**src/rtl/cc_pkg.sv**
```systemverilog
package cc_pkg;
    localparam int CC_ENTRIES = 32;
    localparam int CC_POS_N   = 4;
    localparam int CC_SYM_W   = 8;
    localparam int CC_CLASS_W = 5;
endpackage

```
**src/rtl/cc_entry_match.sv**
```systemverilog
module cc_entry_match #(
    parameter int POS_N  = cc_pkg::CC_POS_N,
    parameter int SYM_W  = cc_pkg::CC_SYM_W,
    parameter int SPEC_W = $clog2(POS_N + 1)
) (
    input  logic [POS_N-1:0]       lit,
    input  logic [POS_N*SYM_W-1:0] sym,
    input  logic [POS_N*SYM_W-1:0] chunk,
    output logic                   hit,
    output logic [SPEC_W-1:0]      spec
);
    logic [POS_N-1:0] pos_ok;

    for (genvar p = 0; p < POS_N; p++) begin : g_pos
        assign pos_ok[p] = !lit[p] ||
                           (sym[p*SYM_W +: SYM_W] == chunk[p*SYM_W +: SYM_W]);
    end

    // an all-wildcard slot is inactive: the fallback class covers that case
    assign hit  = (|lit) && (&pos_ok);
    assign spec = SPEC_W'($countones(lit));
endmodule

```
**src/rtl/cc_level_pick.sv**
```systemverilog
module cc_level_pick #(
    parameter int ENTRIES = cc_pkg::CC_ENTRIES,
    parameter int SPEC_W  = 3,
    parameter int CLASS_W = cc_pkg::CC_CLASS_W,
    parameter int LEVEL   = 1
) (
    input  logic [ENTRIES-1:0]              hit,
    input  logic [ENTRIES-1:0][SPEC_W-1:0]  spec,
    input  logic [ENTRIES-1:0][CLASS_W-1:0] cls,
    output logic                            found,
    output logic [CLASS_W-1:0]              cls_out
);
    // scan downward so the lowest matching slot is the last one written
    always_comb begin
        found   = 1'b0;
        cls_out = '0;
        for (int i = ENTRIES - 1; i >= 0; i--) begin
            if (hit[i] && spec[i] == SPEC_W'(LEVEL)) begin
                found   = 1'b1;
                cls_out = cls[i];
            end
        end
    end
endmodule

```
**src/rtl/chunk_classifier.sv**
```systemverilog
module chunk_classifier #(
    parameter int ENTRIES = cc_pkg::CC_ENTRIES,
    parameter int POS_N   = cc_pkg::CC_POS_N,
    parameter int SYM_W   = cc_pkg::CC_SYM_W,
    parameter int CLASS_W = cc_pkg::CC_CLASS_W,
    parameter logic [CLASS_W-1:0] DFLT_CLASS = '1,
    localparam int IDX_W   = $clog2(ENTRIES),
    localparam int CHUNK_W = POS_N * SYM_W
) (
    input  logic               clk,
    input  logic               rst_n,
    input  logic               wr_en,
    input  logic [IDX_W-1:0]   wr_idx,
    input  logic [POS_N-1:0]   wr_lit,
    input  logic [CHUNK_W-1:0] wr_sym,
    input  logic [CLASS_W-1:0] wr_cls,
    input  logic               in_valid,
    input  logic [CHUNK_W-1:0] in_chunk,
    output logic               out_valid,
    output logic [CLASS_W-1:0] out_class
);
    localparam int SPEC_W = $clog2(POS_N + 1);

    typedef struct packed {
        logic [POS_N-1:0]   lit;
        logic [CHUNK_W-1:0] sym;
        logic [CLASS_W-1:0] cls;
    } entry_t;

    typedef struct packed {
        entry_t [ENTRIES-1:0]            tbl;
        logic                            s1_valid;
        logic [POS_N-1:0]                lvl_found;
        logic [POS_N-1:0][CLASS_W-1:0]   lvl_cls;
        logic                            out_valid;
        logic [CLASS_W-1:0]              out_cls;
    } state_t;

    state_t st_d, st_q;

    logic [ENTRIES-1:0]              hit;
    logic [ENTRIES-1:0][SPEC_W-1:0]  spec;
    logic [ENTRIES-1:0][CLASS_W-1:0] cls_vec;
    logic [POS_N-1:0]                found_w;
    logic [POS_N-1:0][CLASS_W-1:0]   lvl_cls_w;

    for (genvar i = 0; i < ENTRIES; i++) begin : g_ent
        assign cls_vec[i] = st_q.tbl[i].cls;

        cc_entry_match #(.POS_N(POS_N), .SYM_W(SYM_W), .SPEC_W(SPEC_W)) u_match (
            .lit   (st_q.tbl[i].lit),
            .sym   (st_q.tbl[i].sym),
            .chunk (in_chunk),
            .hit   (hit[i]),
            .spec  (spec[i])
        );

        // inactive slot never reports a hit
        a_r4_empty_no_hit: assert property (@(posedge clk) disable iff (!rst_n)
            hit[i] |-> (spec[i] != '0));
    end

    for (genvar l = 0; l < POS_N; l++) begin : g_lvl
        cc_level_pick #(.ENTRIES(ENTRIES), .SPEC_W(SPEC_W), .CLASS_W(CLASS_W),
                        .LEVEL(l + 1)) u_pick (
            .hit     (hit),
            .spec    (spec),
            .cls     (cls_vec),
            .found   (found_w[l]),
            .cls_out (lvl_cls_w[l])
        );
    end

    always_comb begin
        st_d = st_q;
        if (wr_en && (int'(wr_idx) < ENTRIES)) begin
            st_d.tbl[wr_idx].lit = wr_lit;
            st_d.tbl[wr_idx].sym = wr_sym;
            st_d.tbl[wr_idx].cls = wr_cls;
        end
        st_d.s1_valid  = in_valid;
        st_d.lvl_found = found_w;
        st_d.lvl_cls   = lvl_cls_w;
        st_d.out_valid = st_q.s1_valid;
        st_d.out_cls   = DFLT_CLASS;
        for (int l = 0; l < POS_N; l++) begin
            if (st_q.lvl_found[l]) begin
                st_d.out_cls = st_q.lvl_cls[l];
            end
        end
    end

    always_ff @(posedge clk or negedge rst_n) begin
        if (!rst_n) begin
            st_q <= '0;
        end else begin
            st_q <= st_d;
        end
    end

    assign out_valid = st_q.out_valid;
    assign out_class = st_q.out_cls;

    // no result while held in reset
    a_r1_quiet_in_reset: assert property (@(posedge clk)
        !rst_n |=> !out_valid);

    // fixed two-edge latency, no spurious results
    a_r2_valid_lat: assert property (@(posedge clk) disable iff (!rst_n)
        in_valid |-> ##2 out_valid);
    a_r2_no_spur: assert property (@(posedge clk) disable iff (!rst_n)
        !in_valid |-> ##2 !out_valid);

    // nothing found at any level gives the fallback class
    a_r5_fallback: assert property (@(posedge clk) disable iff (!rst_n)
        (st_q.s1_valid && st_q.lvl_found == '0) |=> (out_class == DFLT_CLASS));

    // a fully literal match overrides every lower level
    a_r6_top_level_wins: assert property (@(posedge clk) disable iff (!rst_n)
        (st_q.s1_valid && st_q.lvl_found[POS_N-1])
        |=> (out_class == $past(st_q.lvl_cls[POS_N-1])));
endmodule

```
**config.mk**
```make
export PLATFORM = sky130hd
export DESIGN_NAME = chunk_classifier
export DESIGN_NICKNAME = d
export VERILOG_FILES = /design/src/rtl/cc_pkg.sv /design/src/rtl/cc_entry_match.sv /design/src/rtl/cc_level_pick.sv /design/src/rtl/chunk_classifier.sv
export SDC_FILE = /design/constraint.sdc
export NUM_CORES = 2
export LEC_CHECK = 0
export BUFFER_PORTS_ARGS = -buffer_cell sky130_fd_sc_hd__buf_2
export CORE_UTILIZATION = 25
export DETAILED_ROUTE_END_ITERATION = 16
export PLACE_DENSITY = 0.48
export REMOVE_ABC_BUFFERS = 1
export SLEW_MARGIN = 40
export SYNTH_ARGS = -nofsm -noshare
export SYNTH_HDL_FRONTEND = slang
export SYNTH_SLANG_ARGS = --single-unit
```
**constraint.sdc**
```tcl
create_clock -name clk -period 10.1 [get_ports clk]
set_input_delay 1.515 -clock clk [delete_from_list [all_inputs] [get_ports clk]]
set_output_delay 1.515 -clock clk [all_outputs]
set_load 0.02 [all_outputs]
```
# == Yosys cells after proc, flatten, opt, wreduce, memory -nomap -nowiden ==
# Index checks and enable logic that the tools add are counted.
# W data, S select, Z words.
# word_totals
latch_bits,0
memories,0
mem_bits_ro,0
output_inout_bits,6
regBits,1343
ramBits,0
# op_classes
mux,269
div_mod_pow,0
n_lt_le_gt_ge,2
n_eq_ne,256
n_addsub,96
n_reduce_logical,481
n_shift,0
bitwise,0
mul,0
# ops
operator,n
$bwmux W1312,3
$eq A8 B8 Y1,128
$mux W5,133
$demux W41 S5,3
$eq A3 B2 Y1 const B,64
$logic_and A1 B1 Y1,161
$add A1 B1 Y2,64
$logic_not A1 Y1,128
$logic_or A1 B1 Y1,128
$mux W1,128
$reduce_and A4 Y1,32
$reduce_or A4 Y1,32
$add A3 B3 Y3,32
$eq A3 B1 Y1 const B,32
$eq A3 B3 Y1 const B,32
$mux W41,1
$mux W37,1
$lt A5 B6 Y1 const B,1
$ge A5 B1 Y1 const B,1

# == Depth between registers and ports, before layout ==
# depth
ltp_word,37
depth_mapped,16

# == By module ==
# A second synthesis with hierarchy kept.
# hier_totals
hier_cells,6024
hier_area_um2,72893.7
# modules_own_cells
mod,n_inst,cells_per_inst,seq_area_each_um2,area_each_um2
chunk_classifier,1,2994,33607.2,49979.2
cc_entry_match at g_ent[0].u_match ...,19,56,0.0,447.9
cc_entry_match at g_ent[24].u_match ...,12,56,0.0,455.4
cc_level_pick at g_lvl[0].u_pick ...,2,306,0.0,2147.1
cc_level_pick at g_lvl[3].u_pick,1,321,0.0,2173.3
cc_level_pick at g_lvl[2].u_pick,1,306,0.0,2031.9
cc_entry_match at g_ent[9].u_match,1,55,0.0,439.2

# == Worst setup path before layout ==
# No wires, ideal clock.
# synth_timing
path_kind,input-to-reg
start,input in_chunk[0]
end,register st_q[23] (netlist bit)
arrival_ps,4444
setup_time_ps,132
path_buffers,4
setup_slack_ps,5524
t_required_ps,9968
path_stages,15
cell_sequence,buf_2 -> buf_6 -> buf_4 -> buf_2 -> xnor2_1 -> nand4_1 -> o21ai_0 -> nand2_1 -> or4b_1 -> or2_2 -> o211ai_1 -> a311oi_1 -> or3_1 -> a211oi_1 -> o21ai_1
# synth_via
elab_chain_cells,37
# synth_lines
item,line_no,rtl
start: declaration,chunk_classifier.sv:18,"input logic [CHUNK_W-1:0] in_chunk,"
$eq A8 B8 Y1,cc_entry_match.sv:16,(sym[p*SYM_W +: SYM_W] == chunk[p*SYM_W +: SYM_W]);
$logic_or A1 B1 Y1,cc_entry_match.sv:15,assign pos_ok[p] = !lit[p] ||
$reduce_and A4 Y1,cc_entry_match.sv:20,assign hit = (|lit) && (&pos_ok);
$logic_and A1 B1 Y1,cc_entry_match.sv:20,
$logic_and A1 B1 Y1,cc_level_pick.sv:18,if (hit[i] && spec[i] == SPEC_W'(LEVEL)) begin
$mux W5 (31 in series),cc_level_pick.sv:18,
$mux W5 *,cc_level_pick.sv:18,
named net g_lvl[3].u_pick.cls_out[2],cc_level_pick.sv:11,output logic [CLASS_W-1:0] cls_out
end signal: assignment,chunk_classifier.sv:97,st_q <= st_d;
end: declaration,chunk_classifier.sv:39,"state_t st_d, st_q;"
# The timed path passes the listed nets; every way through them passes the cells marked *.
# A chain may end at the register's enable or synchronous reset.

# == Worst setup path in the final report ==
# layout_timing
start,input in_chunk[17]
end,register st_q[28] (netlist bit)
# layout_via
elab_chain_cells,37
# layout_lines
item,line_no,rtl
$eq A8 B8 Y1,cc_entry_match.sv:16,
$logic_or A1 B1 Y1,cc_entry_match.sv:15,
$reduce_and A4 Y1,cc_entry_match.sv:20,
$logic_and A1 B1 Y1,cc_entry_match.sv:20,
$logic_and A1 B1 Y1,cc_level_pick.sv:18,
$mux W1 (31 in series),cc_level_pick.sv:18,
$mux W1 *,cc_level_pick.sv:18,
named net g_lvl[2].u_pick.found,cc_level_pick.sv:10,"output logic found,"
# Marks and branches as above.

==> flow_metrics.tcl <==
set metrics [dict create \
    final_period_minus_worst_setup_slack_ps 5953 \
    power.share.clock_pct 30.4 \
    dp.final_hpwl_mm 215.5 \
    io_pins 88 \
    cpPeakStageDelay_ps 710 \
    insertion_delay_ps 870 \
    critPathMaxFanout 17 \
    cell_types_occupying_the_most_area_after_synthesis "sky130_fd_sc_hd__dfrtp_1 45%, sky130_fd_sc_hd__mux2_2 19%, sky130_fd_sc_hd__xnor2_1 11%" \
    synth_xor_xnor_area_share_pct 12.04 \
    max_cap_viol_count 0 \
    synth-adder-area-share_pct 3.545 \
    min_delay_worst_type "flop to flop" \
    cts_root_buf "sky130_fd_sc_hd__clkbuf_16" \
    final-max-slew-violation-count 0 \
    crit_start "in_chunk[17]" \
    grtUsageTotal_pct 19.77 \
    initial_drt_pass_iterations 6 \
    post_synth_inst_count 6606 \
    comb_pwr_share_pct 29.7 \
    cts.htree.levels 4 \
    worst_slew_pin_tran_ps 948.9 \
    irDropWorstVdd_uv 118.9 \
    worst_setup_path_start_kind "primary input" \
    postCtsHoldBufs 0 \
    synth-warning-count 0 \
    synth-compound-area-share_pct 6.639 \
    detail_route.wl_per_cell_um 28.34 \
    overflow 0 \
    die_area_um2 300400 \
    place.detailed.instances 10340 \
    core_region_area_um2 296800 \
    outcome "finished clean" \
    setup-violations-final 0 \
    start_util_pct 25.12 \
    instances_no_fill 10630 \
    rows 200 \
    cell_internal_pwr_mw 12.27 \
    grt_pass1_wl_mm 425.2 \
    cp_slowest_cell "sky130_fd_sc_hd__a2111oi_0" \
    worst-path-stages 14 \
    p_seq_share_pct 39.9 \
    min_path_cells 0 \
    detail_route.vias_per_cell 4.980 \
    setup.reg_to_reg.worst_slack_ps 4760 \
    worst_setup_hold_path_clk_slew_ps 60 \
    post-place-ws_ps 3315 \
    r2r_start "st_q[1052]" \
    dominantRegCellSynth "sky130_fd_sc_hd__dfrtp_1" \
    grt_pass1_vias 53140 \
    synth-edff-count 0 \
    synth_top_cell_by_area "sky130_fd_sc_hd__dfrtp_1" \
    filler_cell_count 30800 \
    worst_reg2reg_path_length_in_cells 14 \
    skew_ps 56.35 \
    pwr_density_cell_nw_per_um2 225.3 \
    path_common_cell "sky130_fd_sc_hd__nand4_1" \
    final.setup.tns_ps 0 \
    worstPathRequired_ps 10660 \
    drc 0 \
    nNetsFinal 6841 \
    final.period_utilization_pct 58.94 \
    dr_total_vias 52910 \
    fraction_of_the_mapped_netlist_area_in_simple_logic_gates_pct 9.229 \
    async_reset_ff_share_pct 100.0 \
    worst-path-buf-inv 4 \
    postRouteWirelength_mm 301.1 \
    synth.avg_cell_area_um2 11.29 \
    maximum_number_of_pins_on_one_net_before_global_route_repair 112 \
    timing.rr.end "st_q[28]" \
    flow.area_growth_from_synthesis_pct 13.64 \
    cts_buffers 158 \
    gp_congestion 1.019 \
    p_switching_mw 6.823 \
    critical_path_arrival_ps 6520 \
    final_core_utilization_pct 28.55 \
    fmax_mhz 168.0 \
    final-hold-violation-count 0 \
    synth_top_family_by_area "multiplexers" \
    whs_ps 349.9 \
    drt_iter0_markers 4705 \
    fp.dieH_um 548.1 \
    total_leakage_power_nw 34.99 \
    max-slew-margin-rel_pct 36.51 \
    cts_tree "built" \
    cp-endpoint "st_q[28]" \
    cp_top_family "simple AND/OR/NAND/NOR gates" \
    share_of_yosys_cell_area_claimed_by_the_top_area_cell_type_pct 45.08 \
    max-clock-path-buffers 4 \
    crit_type "primary input to flop" \
    die_width_um 548.1 \
    p_sw_share_pct 35.74 \
    postCtsSetupBuffers 0 \
    final_antenna_net_count 0 \
    post_synth_instance_area_um2 74550 \
    yosys.cell_types.count 92 \
    worstPathCellList "buf_2 -> buf_4 -> xnor2_1 -> nand4_1 -> o21ai_0 -> nand2_1 -> nor3_1 -> buf_4 -> inv_1 -> nand2_1 -> nor2_1 -> nand4_1 -> a2111oi_0 -> nand4_1" \
    ratio_of_cells_with_drive_above_1_in_the_final_layout_pct 27.60 \
    cp-end-kind "flop" \
    placement.io_buffers 87 \
    cts_num_sinks 1343 \
    rsz0062_at_grt "false" \
    initial_antenna_violation_count 26 \
    postSynthRegisterBits 1343 \
    cts.repair.resized 0 \
    synth.yosys.seq_area_share_pct 45.08 \
    final_critical_path_setup_slack_ps 4147 \
    post_synth_mux_area_share_pct 18.63 \
]
-- cells by family after synthesis --
family / count (synthesis)
xor gates and xnor gates: 1024
DFF: 1343
adders and majority gates: 192
buffers and inverters: 779
and+or+nand+nor: 1285
AOI/OAI and AO/OA: 749
muxes: 1234
-- sequential cells by signal, summed over array words and instances, names as in the netlist --
name       cells
cls_vec      160
out_class      5
out_valid      1
st_d           1
st_q        1176
-- cells in the final DEF, fill, tap and decap left out, types with 150 or more instances in the layout --
| cell | n |
|---|---|
| sky130_fd_sc_hd__o21ai_0 | 252 |
| sky130_fd_sc_hd__mux2_2 | 1227 |
| sky130_fd_sc_hd__dfrtp_1 | 1343 |
| sky130_fd_sc_hd__nor2_1 | 150 |
| sky130_fd_sc_hd__ha_1 | 160 |
| sky130_fd_sc_hd__nand4_1 | 258 |
| sky130_fd_sc_hd__clkbuf_16 | 162 |
| sky130_fd_sc_hd__nand2_1 | 341 |
| sky130_fd_sc_hd__inv_1 | 338 |
| sky130_fd_sc_hd__xnor2_1 | 927 |
-- layout make-up --
class	instances	area (µm²)	share of cell area, %
multi-input cells	4484	37820	44.64
diodes	6	15.01	0.01772
flip-flops and latches	1343	33610	39.67
inverters	338	1269	1.497
clock buffers	232	4627	5.461
repair buffers	242	1947	2.298
well taps	3939	4928	5.817
clock inverters	41	514.2	0.6070
-- worst min path at each step --
stage | from | end | slack (ps)
after floorplan | st_d[5] | out_valid | 330
after global placement | st_d[5] | out_valid | 340
after detailed placement | st_d[5] | out_valid | 340
after CTS | st_d[5] | out_valid | 350
after global routing | st_d[5] | out_valid | 370
final | st_d[5] | out_valid | 350
-- cell usage after synthesis (33+ instances only) --
cell type,n
sky130_fd_sc_hd__mux2_2,1227
sky130_fd_sc_hd__nand4_1,258
sky130_fd_sc_hd__dfrtp_1,1343
sky130_fd_sc_hd__buf_4,42
sky130_fd_sc_hd__a21oi_1,94
sky130_fd_sc_hd__clkbuf_1,203
sky130_fd_sc_hd__xor2_1,96
sky130_fd_sc_hd__ha_1,160
sky130_fd_sc_hd__inv_1,338
sky130_fd_sc_hd__xnor2_1,927
sky130_fd_sc_hd__o211ai_1,33
sky130_fd_sc_hd__nor2_1,166
sky130_fd_sc_hd__buf_2,34
sky130_fd_sc_hd__nand2b_1,47
sky130_fd_sc_hd__nand2_1,357
sky130_fd_sc_hd__nand3_1,89
sky130_fd_sc_hd__nor4_1,68
sky130_fd_sc_hd__nor3_1,69
sky130_fd_sc_hd__o21ai_0,274
sky130_fd_sc_hd__a211oi_1,37
sky130_fd_sc_hd__buf_1,99
sky130_fd_sc_hd__buf_6,61
-- per-stage QoR --
stage / area (µm²) / power (mW)
after floorplan: 72210 / 10.67
after global placement: 78930 / 13.13
after detailed placement: 79380 / 13.26
after CTS: 84520 / 19.15
after global routing: 84720 / 19.95
final: 84730 / 19.09
-- power by group through the flow --
stage / Clock, mW / Sequential, mW / Combinational [mW]
after floorplan: 0 / 7.19 / 3.49
after global placement: 0 / 7.66 / 5.47
after detailed placement: 0 / 7.70 / 5.56
after CTS: 5.96 / 7.60 / 5.59
after global routing: 6.16 / 7.73 / 6.05
final: 5.81 / 7.61 / 5.67
-- routing by layer --
layer,global-route usage [%],vias up,wire [µm]
met1,26.82,27810,133900
met5,0,-,136
li1,-,23040,-
met4,8.779,20,15490
met2,31.17,1648,134900
met3,2.830,399,16680
Note: power is estimated with default switching activity, not from simulation.
